--- src/rtl/scg_pkg.sv ---
package scg_pkg;

    typedef enum logic [1:0] {
        PH_GAP   = 2'd0,
        PH_LOAD  = 2'd1,
        PH_SHIFT = 2'd2
    } phase_e;

endpackage

--- src/rtl/scg_down_counter.sv ---
module scg_down_counter #(
    parameter int W = 4
) (
    input  logic         clk,
    input  logic         rst_n,
    input  logic         load_en,
    input  logic         dec_en,
    input  logic [W-1:0] load_val,
    output logic [W-1:0] count,
    output logic         at_zero
);

    typedef struct packed {
        logic [W-1:0] cnt;
    } cnt_s;

    cnt_s st_d, st_q;

    always_comb begin
        st_d = st_q;
        if (load_en) begin
            st_d.cnt = load_val;
        end else if (dec_en && (st_q.cnt != '0)) begin
            st_d.cnt = st_q.cnt - W'(1);
        end
    end

    always_ff @(posedge clk or negedge rst_n) begin
        if (!rst_n) st_q <= '0;
        else        st_q <= st_d;
    end

    assign count   = st_q.cnt;
    assign at_zero = (st_q.cnt == '0);


    load_capture_chk: assert property (@(posedge clk) disable iff (!rst_n)
        load_en |=> (count == $past(load_val)));


    dec_step_chk: assert property (@(posedge clk) disable iff (!rst_n)
        (dec_en && !load_en && !at_zero) |=> (count == $past(count) - W'(1)));

endmodule

--- src/rtl/scg_phase_seq.sv ---
module scg_phase_seq
    import scg_pkg::*;
#(
    parameter int GAP_CYCLES = 2
) (
    input  logic   clk,
    input  logic   rst_n,
    input  logic   cnt_zero,
    input  logic   hold_req,
    output phase_e phase,
    output logic   gap_first,
    output logic   load_en,
    output logic   dec_en
);

    localparam int GAP_W = (GAP_CYCLES > 2) ? $clog2(GAP_CYCLES) : 1;
    localparam logic [GAP_W-1:0] GAP_LAST = GAP_W'(GAP_CYCLES - 1);

    typedef struct packed {
        phase_e           phase;
        logic [GAP_W-1:0] gap;
    } seq_s;

    seq_s st_d, st_q;

    always_comb begin
        st_d = st_q;
        unique case (st_q.phase)
            PH_GAP: begin
                if (st_q.gap == GAP_LAST) begin
                    if (!hold_req) begin
                        st_d.phase = PH_LOAD;
                        st_d.gap   = '0;
                    end
                end else begin
                    st_d.gap = st_q.gap + GAP_W'(1);
                end
            end
            PH_LOAD: begin
                st_d.phase = PH_SHIFT;
            end
            PH_SHIFT: begin
                if (cnt_zero) begin
                    st_d.phase = PH_GAP;
                    st_d.gap   = '0;
                end
            end
            default: begin
                st_d.phase = PH_GAP;
                st_d.gap   = GAP_LAST;
            end
        endcase
    end

    always_ff @(posedge clk or negedge rst_n) begin
        if (!rst_n) begin
            st_q.phase <= PH_GAP;
            st_q.gap   <= GAP_LAST;
        end else begin
            st_q <= st_d;
        end
    end

    assign phase     = st_q.phase;
    assign gap_first = (st_q.phase == PH_GAP) && (st_q.gap == '0);
    assign load_en   = (st_q.phase == PH_LOAD);
    assign dec_en    = (st_q.phase == PH_SHIFT);


    load_then_shift_chk: assert property (@(posedge clk) disable iff (!rst_n)
        (phase == PH_LOAD) |=> (phase == PH_SHIFT));


    shift_not_held_chk: assert property (@(posedge clk) disable iff (!rst_n)
        ((phase == PH_SHIFT) && !cnt_zero) |=> (phase == PH_SHIFT));


    hold_stretch_chk: assert property (@(posedge clk) disable iff (!rst_n)
        ((phase == PH_GAP) && (st_q.gap == GAP_LAST) && hold_req) |=> (phase == PH_GAP));

endmodule

--- src/rtl/shift_clock_gen.sv ---
module shift_clock_gen
    import scg_pkg::*;
#(
    parameter int CODE_W     = 4,
    parameter int GAP_CYCLES = 2
) (
    input  logic              mck,
    input  logic              rst_n,
    input  logic [CODE_W-1:0] len_code,
    input  logic              hold_req,
    output logic              sck,
    output logic              rck,
    output logic              load_stb,
    output logic              cycle_done
);

    phase_e            phase;
    logic              gap_first;
    logic              load_en;
    logic              dec_en;
    logic [CODE_W-1:0] count;
    logic              cnt_zero;

    scg_phase_seq #(
        .GAP_CYCLES(GAP_CYCLES)
    ) u_seq (
        .clk      (mck),
        .rst_n    (rst_n),
        .cnt_zero (cnt_zero),
        .hold_req (hold_req),
        .phase    (phase),
        .gap_first(gap_first),
        .load_en  (load_en),
        .dec_en   (dec_en)
    );

    scg_down_counter #(
        .W(CODE_W)
    ) u_cnt (
        .clk     (mck),
        .rst_n   (rst_n),
        .load_en (load_en),
        .dec_en  (dec_en),
        .load_val(len_code),
        .count   (count),
        .at_zero (cnt_zero)
    );

    assign sck        = (phase == PH_SHIFT);
    assign rck        = (phase != PH_GAP);
    assign load_stb   = (phase == PH_LOAD);
    assign cycle_done = gap_first;


    sck_in_high_chk: assert property (@(posedge mck) disable iff (!rst_n)
        sck |-> rck);


    done_on_fall_chk: assert property (@(posedge mck) disable iff (!rst_n)
        $fell(rck) |-> cycle_done);


    done_single_chk: assert property (@(posedge mck) disable iff (!rst_n)
        cycle_done |=> !cycle_done);


    low_min_chk: assert property (@(posedge mck) disable iff (!rst_n)
        cycle_done |=> !rck);


    load_single_chk: assert property (@(posedge mck) disable iff (!rst_n)
        load_stb |=> (!load_stb && sck));

endmodule

--- config.mk ---
export PLATFORM = sky130hd
export DESIGN_NAME = shift_clock_gen
export DESIGN_NICKNAME = d
export VERILOG_FILES = /design/src/rtl/scg_pkg.sv /design/src/rtl/scg_down_counter.sv /design/src/rtl/scg_phase_seq.sv /design/src/rtl/shift_clock_gen.sv
export SDC_FILE = /design/constraint.sdc
export NUM_CORES = 1
export LEC_CHECK = 0
export BUFFER_PORTS_ARGS = -buffer_cell sky130_fd_sc_hd__buf_2
export CAP_MARGIN = 25
export CORE_AREA = 2 2 39 41
export DETAILED_ROUTE_END_ITERATION = 7
export DIE_AREA = 0 0 41 43
export HOLD_SLACK_MARGIN = 0.02
export PLACE_DENSITY = 0.61
export SETUP_SLACK_MARGIN = 0.5
export SLEW_MARGIN = 20
export SYNTH_ARGS = -nofsm -noshare
export SYNTH_HDL_FRONTEND = slang
export SYNTH_SLANG_ARGS = --single-unit
--- constraint.sdc ---
create_clock -name mck -period 3.6 [get_ports mck]
set_input_delay 0.54 -clock mck [delete_from_list [all_inputs] [get_ports mck]]
set_output_delay 0.54 -clock mck [all_outputs]
set_load 0.02 [all_outputs]
==> metrics.md <==
| Metric | Value |
|---|---|
| Max VDD drop | 0.259 mV |
| FF-to-FF setup slack | 2.03 ns |
| Max-slew headroom | 0.701 |
| Mapped Nets | 52 |
| CP Launch Type | register |
| Critical Path Max Stage Delay | 0.54 ns |
| DR iter-0 viols | 5 |
| GP Congestion | 0.772 |
| RSZ-0062 raised after global routing | false |
| Total CTS buffers | 3 |
| Sw frac | 0.431 |
| Post-CTS Hold Buffers | 0 |
| Int Pwr | 282 uW |
| Via/cell ratio | 5.13 |
| Global-route usage over all layers | 0.121 |
| Initial antenna violation count | 0 |
| Status | complete, no violations |
| WL/cell | 12.3 um |
| Critical Path Stages | 3 |
| Delay-heaviest family, CP | flip-flops |
| Hold WS | 0.102 ns |
| Hpwl dp | 628 um |
| Worst R2R End | u_cnt.count[0] |
| Ports | 11 |
| Clock power share | 0.155 |
| Min-Delay Path Class | in2async |
| Final wirelength | 884 um |
| Vias in the first global route | 343 |
| Final routed DRC violation total | 0 |
| Via count | 369 |
| Place WS | 1.98 ns |
| Final hold vios | 0 |
| Combinational power share | 0.467 |
| Layout Area Growth over Synthesis | 19.7% |
| Avg Cell Area, Syn | 9.98 sq um |
| Clk_skew | 0.00110 ns |
| Remaining Overflow, GRT | 0 |
| Crit path cell chain | or2_1, nor2_1, buf_2 |
| First-pass GRT wire length | 1420 um |
| Clk buf depth | 2 |
| Worst Reg-to-Reg Cells | 5 |
| Crit-path max FO | 14 |
| Port bufs | 10 |
| Synthesized area | 439 sq um |
| H-tree depth | 1 |
| Fmax | 0.523 GHz |
| Slowest CP cell | dfrtp_1 |
| FP Rows | 14 |
| Post-CTS setup buffer count | 0 |
| Crit path required time | 3.06 ns |
| Reg power frac | 0.378 |
| Arrival time at the worst endpoint | 1.37 ns |
| Fin cells | 72 |
| Worst setup margin | 1.69 ns |
| Worst path buffer plus inverter count | 1 |
| DR pass1 iterations | 4 |
| Post-CTS sizing | 0 |
| CTS tree | yes |
| Initial core utilization | 0.317 |
| Final ANT Viol Nets | 0 |
| Largest net degree at the start of global routing | 15 |
| Ratio of cells with drive above 1 in the final layout | 0.357 |
| Critical path type | reg2out |
| Chip Width | 41 um |
| FF-to-FF Start | u_cnt.count[0] |
| Yosys reg bits | 7 |
| Max cap viols | 0 |
| Nets | 65 |
| CTS sink cnt | 7 |
| Clock Tree Root | clkbuf_4 |
| Fin crit period | 1.91 ns |
| Power Total | 496 uW |
| Leak | 0.249 nW |
| Clk_lat worst skew | 0.26 ns |
| Placed Instances | 68 |
| NetSw | 214 uW |
| Core area | 0.00138 sq mm |
| Setup_tns | 0 ns |
| Setup violations, final | 0 |
| Max-slew violation count | 0 |
| Diodes inserted | 0 |
| Worst-margin pin slew | 0.448 ns |
| Die area | 0.00176 sq mm |
| Yosys cell types | 23 |
| Post-synthesis sequential area ratio | 0.402 |
| Pwr per Cell Area | 943 mW/mm^2 |
| Cells after Synth | 44 |
| Synth warnings | 0 |
| Worst Setup End Kind | output pin |
| Die Y | 43 um |
| FILL cells | 150 |
| Clock-pin slew on the worst setup and hold paths | 0.06 ns |
| Fin crit share | 0.531 |
power by group through the flow:
stage / logic, mW / clock network [mW] / registers (mW)
after floorplan: 0.215 / 0 / 0.149
after global placement: 0.229 / 0 / 0.187
after detailed placement: 0.235 / 0 / 0.185
after CTS: 0.235 / 0.0798 / 0.185
after global routing: 0.260 / 0.0834 / 0.195
final: 0.232 / 0.0767 / 0.187
cells in the final DEF (no fill, tap or decap), drive strengths merged:
cell | synthesis | final
dfstp | 1 | 1
inv | 4 | 4
nor3b | 2 | 2
o31ai | 1 | 1
ha | 1 | 1
mux2 | 1 | 1
nand2 | 2 | 2
and4b | 1 | 1
or3b | 1 | 1
clkbuf | 0 | 4
nor2 | 3 | 3
dfrtp | 6 | 6
or2 | 1 | 1
o21ai | 1 | 1
buf | 2 | 10
nand2b | 2 | 2
a21oi | 4 | 4
mux2i | 4 | 4
a211oi | 3 | 3
nor4b | 1 | 1
and3 | 1 | 1
a211o | 1 | 1
nor3 | 1 | 1
state kept, by name (all words and copies together) (netlist names):
| name | count |
|---|---|
| u_seq.phase | 2 |
| u_cnt.count | 4 |
| u_seq.st_q | 1 |
Yosys cell counts:
cell type | instances | area [sq um]
inv_1 | 4 | 15.0
nor3_1 | 1 | 5.00
nor3b_1 | 1 | 7.51
nand2b_1 | 2 | 12.5
and3_4 | 1 | 11.3
nor3b_2 | 1 | 12.5
nand2_1 | 2 | 7.51
ha_1 | 1 | 12.5
nor2_1 | 3 | 11.3
buf_2 | 2 | 10.0
o21ai_0 | 1 | 5.00
and4b_2 | 1 | 11.3
a211oi_1 | 3 | 22.5
mux2i_1 | 4 | 40.0
dfstp_2 | 1 | 26.3
o31ai_2 | 1 | 12.5
dfrtp_1 | 6 | 150
nor4b_1 | 1 | 8.76
or2_1 | 1 | 6.26
mux2_2 | 1 | 11.3
a211o_1 | 1 | 8.76
a21oi_1 | 4 | 20.0
or3b_4 | 1 | 11.3
layout make-up:
cell class | count | area [sq um] | area share
multi-input combinational | 31 | 238 | 0.452
sequential | 7 | 176 | 0.336
timing repair buffer | 10 | 50.0 | 0.0952
clock buffer | 4 | 26.3 | 0.0500
tap | 16 | 20.0 | 0.0381
inverter | 4 | 15.0 | 0.0286
per-layer routing:
| metal | GRT usage | wire (um) | vias up | share of wire |
|---|---|---|---|---|
| li1 | - | - | 179 | - |
| met1 | 0.153 | 391 | 172 | 0.44 |
| met2 | 0.172 | 407 | 14 | 0.46 |
| met3 | 0.0157 | 59 | 4 | 0.067 |
| met4 | 0.100 | 25 | 0 | 0.028 |
| met5 | 0 | 0 | - | 0 |
worst max path at each step:
stage | end | slack [ns] | startpoint
final | cycle_done | 1.69 | u_seq.phase[1]
after CTS | cycle_done | 1.69 | u_seq.phase[1]
after global placement | cycle_done | 2.00 | u_seq.phase[1]
after global routing | cycle_done | 1.59 | u_seq.phase[1]
after floorplan | cycle_done | 1.90 | u_seq.phase[0]
after detailed placement | cycle_done | 1.98 | u_seq.phase[1]
per-stage QoR:
stage	utilization	cell area, sq um
global route	0.380	526
detailed placement	0.361	499
finish	0.380	526
floorplan	-	439
global placement	0.361	499
CTS	0.380	526
cell families after synthesis:
logic type | after synthesis | synth area share
compound gates | 10 | 0.157
buf+inv | 6 | 0.0570
mux | 5 | 0.117
fa+ha+maj | 1 | 0.0285
flops | 7 | 0.402
simple gates | 15 | 0.239
Power figures use the tool's default switching activity.
